**src/rtl/fetch_arb2.sv**
```systemverilog
module fetch_arb2 #(
  parameter int ADDR_W = 32,
  parameter int DATA_W = 64,
  parameter int DEPTH  = 4,
  parameter logic [ADDR_W-1:0] RST_PC0 = 32'h0000_1000,
  parameter logic [ADDR_W-1:0] RST_PC1 = 32'h0000_2000
) (
  input  logic              clk,
  input  logic              rst_n,
  input  logic [1:0]        redir_vld,
  input  logic [ADDR_W-1:0] redir_addr0,
  input  logic [ADDR_W-1:0] redir_addr1,
  output logic              req_vld,
  input  logic              req_rdy,
  output logic              req_tid,
  output logic [ADDR_W-1:0] req_addr,
  input  logic              rsp_vld,
  input  logic              rsp_tid,
  input  logic [DATA_W-1:0] rsp_data,
  output logic [1:0]        buf_vld,
  input  logic [1:0]        buf_pop,
  output logic [DATA_W-1:0] buf_data0,
  output logic [DATA_W-1:0] buf_data1
);
  localparam int CW   = $clog2(DEPTH + 1);
  localparam int PW   = (DEPTH > 1) ? $clog2(DEPTH) : 1;
  localparam int SW   = CW + 2;
  localparam int STEP = DATA_W / 8;

  logic [ADDR_W-1:0] pc [2];
  logic [ADDR_W-1:0] rd_addr [2];
  logic [CW-1:0]     cnt [2];
  logic [CW-1:0]     infl [2];
  logic [CW-1:0]     stale [2];
  logic [PW-1:0]     wp [2];
  logic [PW-1:0]     rp [2];
  logic [DATA_W-1:0] mem [2][DEPTH];
  logic              lru;
  logic              sel;
  logic [1:0]        elig, hit, wr, pop, gnt;

  function automatic logic [PW-1:0] nxt(input logic [PW-1:0] p);
    return (p == PW'(DEPTH - 1)) ? '0 : p + 1'b1;
  endfunction

  assign rd_addr[0] = redir_addr0;
  assign rd_addr[1] = redir_addr1;

  always_comb begin
    for (int t = 0; t < 2; t++) begin
      hit[t]  = rsp_vld && (rsp_tid == 1'(t));
      wr[t]   = hit[t] && (stale[t] == '0) && !redir_vld[t];
      pop[t]  = buf_pop[t] && (cnt[t] != '0) && !redir_vld[t];
      elig[t] = !redir_vld[t] &&
                ((SW'(cnt[t]) + SW'(infl[t]) + SW'(stale[t])) < SW'(DEPTH));
    end
  end

  assign sel      = (&elig) ? lru : elig[1];
  assign req_vld  = |elig;
  assign req_tid  = sel;
  assign req_addr = pc[sel];
  assign gnt      = (req_vld && req_rdy) ? (sel ? 2'b10 : 2'b01) : 2'b00;

  always_ff @(posedge clk) begin
    if (!rst_n) begin
      pc[0] <= RST_PC0;
      pc[1] <= RST_PC1;
      lru   <= 1'b0;
      for (int t = 0; t < 2; t++) begin
        cnt[t]   <= '0;
        infl[t]  <= '0;
        stale[t] <= '0;
        wp[t]    <= '0;
        rp[t]    <= '0;
      end
    end else begin
      if (|gnt) lru <= ~sel;
      for (int t = 0; t < 2; t++) begin
        if (redir_vld[t]) begin
          pc[t]    <= rd_addr[t];
          cnt[t]   <= '0;
          infl[t]  <= '0;
          stale[t] <= stale[t] + infl[t] - CW'(hit[t]);
          wp[t]    <= '0;
          rp[t]    <= '0;
        end else begin
          if (gnt[t]) pc[t] <= pc[t] + ADDR_W'(STEP);
          cnt[t]   <= cnt[t] + CW'(wr[t]) - CW'(pop[t]);
          infl[t]  <= infl[t] + CW'(gnt[t]) - CW'(wr[t]);
          stale[t] <= stale[t] - CW'(hit[t] && (stale[t] != '0));
          if (wr[t]) begin
            mem[t][wp[t]] <= rsp_data;
            wp[t]         <= nxt(wp[t]);
          end
          if (pop[t]) rp[t] <= nxt(rp[t]);
        end
      end
    end
  end

  assign buf_vld[0] = cnt[0] != '0;
  assign buf_vld[1] = cnt[1] != '0;
  assign buf_data0  = mem[0][rp[0]];
  assign buf_data1  = mem[1][rp[1]];
endmodule

```
**config.mk**
```make
export PLATFORM = sky130hd
export DESIGN_NAME = fetch_arb2
export DESIGN_NICKNAME = d
export VERILOG_FILES = /design/src/rtl/fetch_arb2.sv
export SDC_FILE = /design/constraint.sdc
export NUM_CORES = 1
export LEC_CHECK = 0
export BUFFER_PORTS_ARGS = -buffer_cell sky130_fd_sc_hd__buf_2
export CAP_MARGIN = 0
export CELL_PAD_IN_SITES_DETAIL_PLACEMENT = 1
export CELL_PAD_IN_SITES_GLOBAL_PLACEMENT = 1
export CORE_MARGIN = 8
export CORE_UTILIZATION = 30
export CTS_CLUSTER_DIAMETER = 50
export DETAILED_ROUTE_END_ITERATION = 8
export PLACE_DENSITY_LB_ADDON = 0.1
export SETUP_SLACK_MARGIN = 0.15
export SYNTH_ARGS = -nofsm -noshare
export SYNTH_HDL_FRONTEND = slang
export SYNTH_SLANG_ARGS = --single-unit
```
**constraint.sdc**
```tcl
create_clock -name clk -period 6.5 [get_ports clk]
set_input_delay 1.3 -clock clk [delete_from_list [all_inputs] [get_ports clk]]
set_output_delay 1.3 -clock clk [all_outputs]
set_load 0.01 [all_outputs]
```
==> run_results.csv <==
group,metric,value,unit
finish,fin_util,37.4,%
worst_setup_path,slowest_delay,0.91,ns
logic_synthesis,netlist_area,0.0250,sq mm
sta,slew_viol_final,0,
clocking,clk_path_buf_depth,3,
finish,area_growth,24.4,%
grt,grt.total_usage,14.4,%
finish,drive_gt1_share,35.7,%
logic_synthesis,synth_area_per_cell,19.4,sq um
grt,antenna_found_initial,22,
worst_setup_path,worstPathRequired,5.20,ns
clocking,hold_buffers,0,
min_path,hp-start,"lru",
sta,worst_slack,0.841,ns
logic_synthesis,netlist.area_leader.share,72.4,%
sta,period_needed,5.66,ns
logic_synthesis,ys_top_cells_by_area,"edfxtp_1 72%, mux4_2 12%, ha_1 1.7%",
place,place_ws,1.46,ns
route,viasPerCell,4.71,
die,die_h,305,um
clocking,cts_buffers,89,
place,portBuffers,300,
min_path,hold_path_end,"lru",
min_path,holdPathStages,2,
worst_setup_path,crit_type,"register to output port",
die,start_util,30.1,%
sta,setup_viol,0,
route,drc,0,
sta,skew,0.0522,ns
clocking,cts_tree,"done",
power,power.density_cell_area,330,mW/mm^2
sta,slew_headroom,20.6,%
worst_setup_path,timing.rr.start,"infl[1][1]",
sta,hold_violations,0,
grt,grt_max_degree,65,
die,io_pins,301,
worst_setup_path,cp.arrival,4.36,ns
route,drtAntennaViolNets,0,
route,routedWlPerCell,23.8,um
grt,grt_pass1_vias,15100,
place,place_area,0.0279,sq mm
die,rows,106,
finish,nets,1850,
die,die_x,305,um
logic_synthesis,synth.ff_latch_count,603,
logic_synthesis,synth.most_common_cell,"edfxtp_1",
grt,grt.overflow.total,0,
clocking,cts_resized,0,
logic_synthesis,synth_top_cell_by_area,"edfxtp_1",
logic_synthesis,syn_inst,1287,
worst_setup_path,path_common_cell,"fa_1",
logic_synthesis,yosysWarnings,0,
power,leakagePower,10.7,nW
sta,fmax,0.177,GHz
route,dr.pass1.iters,4,
grt,grt_pass1_wl,101000,um
worst_setup_path,r2r_end,"infl[1][1]",
worst_setup_path,reg2reg_slack,2.14,ns
clocking,clock_latency,0.64,ns
logic_synthesis,ys_async_sr_fraction,0,%
outcome,outcome,"finished, final reports clean",
worst_setup_path,cpMaxStageDelayCell,"o21ai_4",
logic_synthesis,synth-main-ff-cell,"edfxtp_1",
place,dp_hpwl,43300,um
route,routed-via-count,13400,
die,coreArea,0.0830,sq mm
place,globalplace.congestion,0.717,
clocking,htreeDepth,3,
worst_setup_path,crit_fanout,33,
worst_setup_path,r2r_cells,11,
clocking,root_buffer,"clkbuf_16",
clocking,path_clk_slew,0.05,ns
route,routed_wl,67500,um
power,finalPower,10.3,mW
power,vdd_drop_max,0.210,mV
route,first_iter_violations,723,
die,die-area,0.0928,sq mm
logic_synthesis,synth_edf_count,602,
sta,rsz0062_at_grt,"no",
clocking,post-cts-setup-buffers,0,
sta,worstMarginPinSlew,1.19,ns
logic_synthesis,synth_commonest_cells,"602 x edfxtp_1, 128 x mux4_2, 66 x nand2_1",
logic_synthesis,synth_cell_types,53,
min_path,hold_path_class,"register to register",
clocking,cts.sinks,603,
sta,tns,0,ns
job,drv_cap,0,
logic_synthesis,seq_area_frac_synth,72.4,%
worst_setup_path,crit_chain,"inv_1 -> fa_1 -> nor2_1 -> fa_1 -> or4_4 -> o21ai_4 -> mux2_1 -> buf_2",
worst_setup_path,worstSetupEndpointType,"output port",
worst_setup_path,worstSetupStartpoint,"cnt[0][1]",
finish,final_cell_area,0.0311,sq mm
sta,fin_crit_sh,87.1,%
worst_setup_path,critPathLaunchType,"register",
[power by group]
| part | switching (mW) | total [mW] | leakage [nW] | internal, mW |
|---|---|---|---|---|
| sequential | 0.0701 | 4.43 | 5.59 | 4.36 |
| combinational | 0.448 | 0.782 | 3.57 | 0.334 |
| clock | 1.87 | 5.04 | 1.52 | 3.18 |
| total | 2.39 | 10.3 | 10.7 | 7.87 |
[sequential cells by signal (all words and copies together) (netlist names)]
register and flops:
cnt 6, infl 6, lru 1, mem 512, pc 64, rp 4
stale 6, wp 4
[critical path, delay by kind of cell, from the launching register on]
family          cells  cell delay [ns]
compound gates      1             0.91
fa+ha+maj           2             0.89
buf+inv             2             0.29
flops               1             0.44
mux                 1             0.41
simple gates        2             0.73
[cell families after synthesis]
group,Yosys count,share of synthesized area (%)
adders and majority gates,46,2.66
AOI/OAI and AO/OA,48,1.63
xor gates and xnor gates,67,2.35
muxes,192,14.3
other,1,0.0150
and+or+nand+nor,227,4.86
buffers and inverters,103,1.77
DFF,603,72.4
[per-stage QoR]
stage,cells,hold slack (ns)
6_report,2834,0.586
5_1_grt,2823,0.621
4_1_cts,2819,0.592
3_5_place_dp,2656,0.585
3_3_place_gp,2656,0.573
2_1_floorplan,1304,0.518
[cells in the final DEF (no fill, tap or decap), types with 32 or more instances in the layout]
cell type / count
buf_2: 300
clkbuf_16: 90
edfxtp_1: 602
ha_1: 34
inv_1: 48
mux2_1: 32
mux2i_1: 32
mux4_2: 128
nand2_1: 66
xnor2_1: 45
[per-layer routing]
metal / share of wire (%) / vias up / GRT usage, %
li1: - / 5957 / -
met1: 41 / 6969 / 17.5
met2: 50 / 313 / 25.2
met3: 7.0 / 108 / 4.39
met4: 1.9 / 10 / 3.45
met5: 0.092 / - / 0
[worst max path at each step]
| stage | depth (start not counted) | end | slack [ns] |
|---|---|---|---|
| 2_1_floorplan | 9 | pc[1][10] | 2.17 |
| 3_3_place_gp | 8 | req_addr[28] | 1.55 |
| 3_5_place_dp | 8 | req_addr[27] | 1.46 |
| 4_1_cts | 8 | req_addr[27] | 0.75 |
| 5_1_grt | 8 | req_addr[28] | 0.60 |
| 6_report | 8 | req_addr[27] | 0.84 |
[area by class of cell]
class / instances / area [sq um]
clock buffer: 98 / 2280
inverter: 50 / 188
clock inverter: 65 / 877
antenna: 15 / 37.5
sequential: 603 / 18100
multi-input combinational: 598 / 6550
timing repair buffer: 325 / 1700
fill: 8275 / 51900
tap: 1080 / 1350
Note: power is estimated with default switching activity, not from simulation.
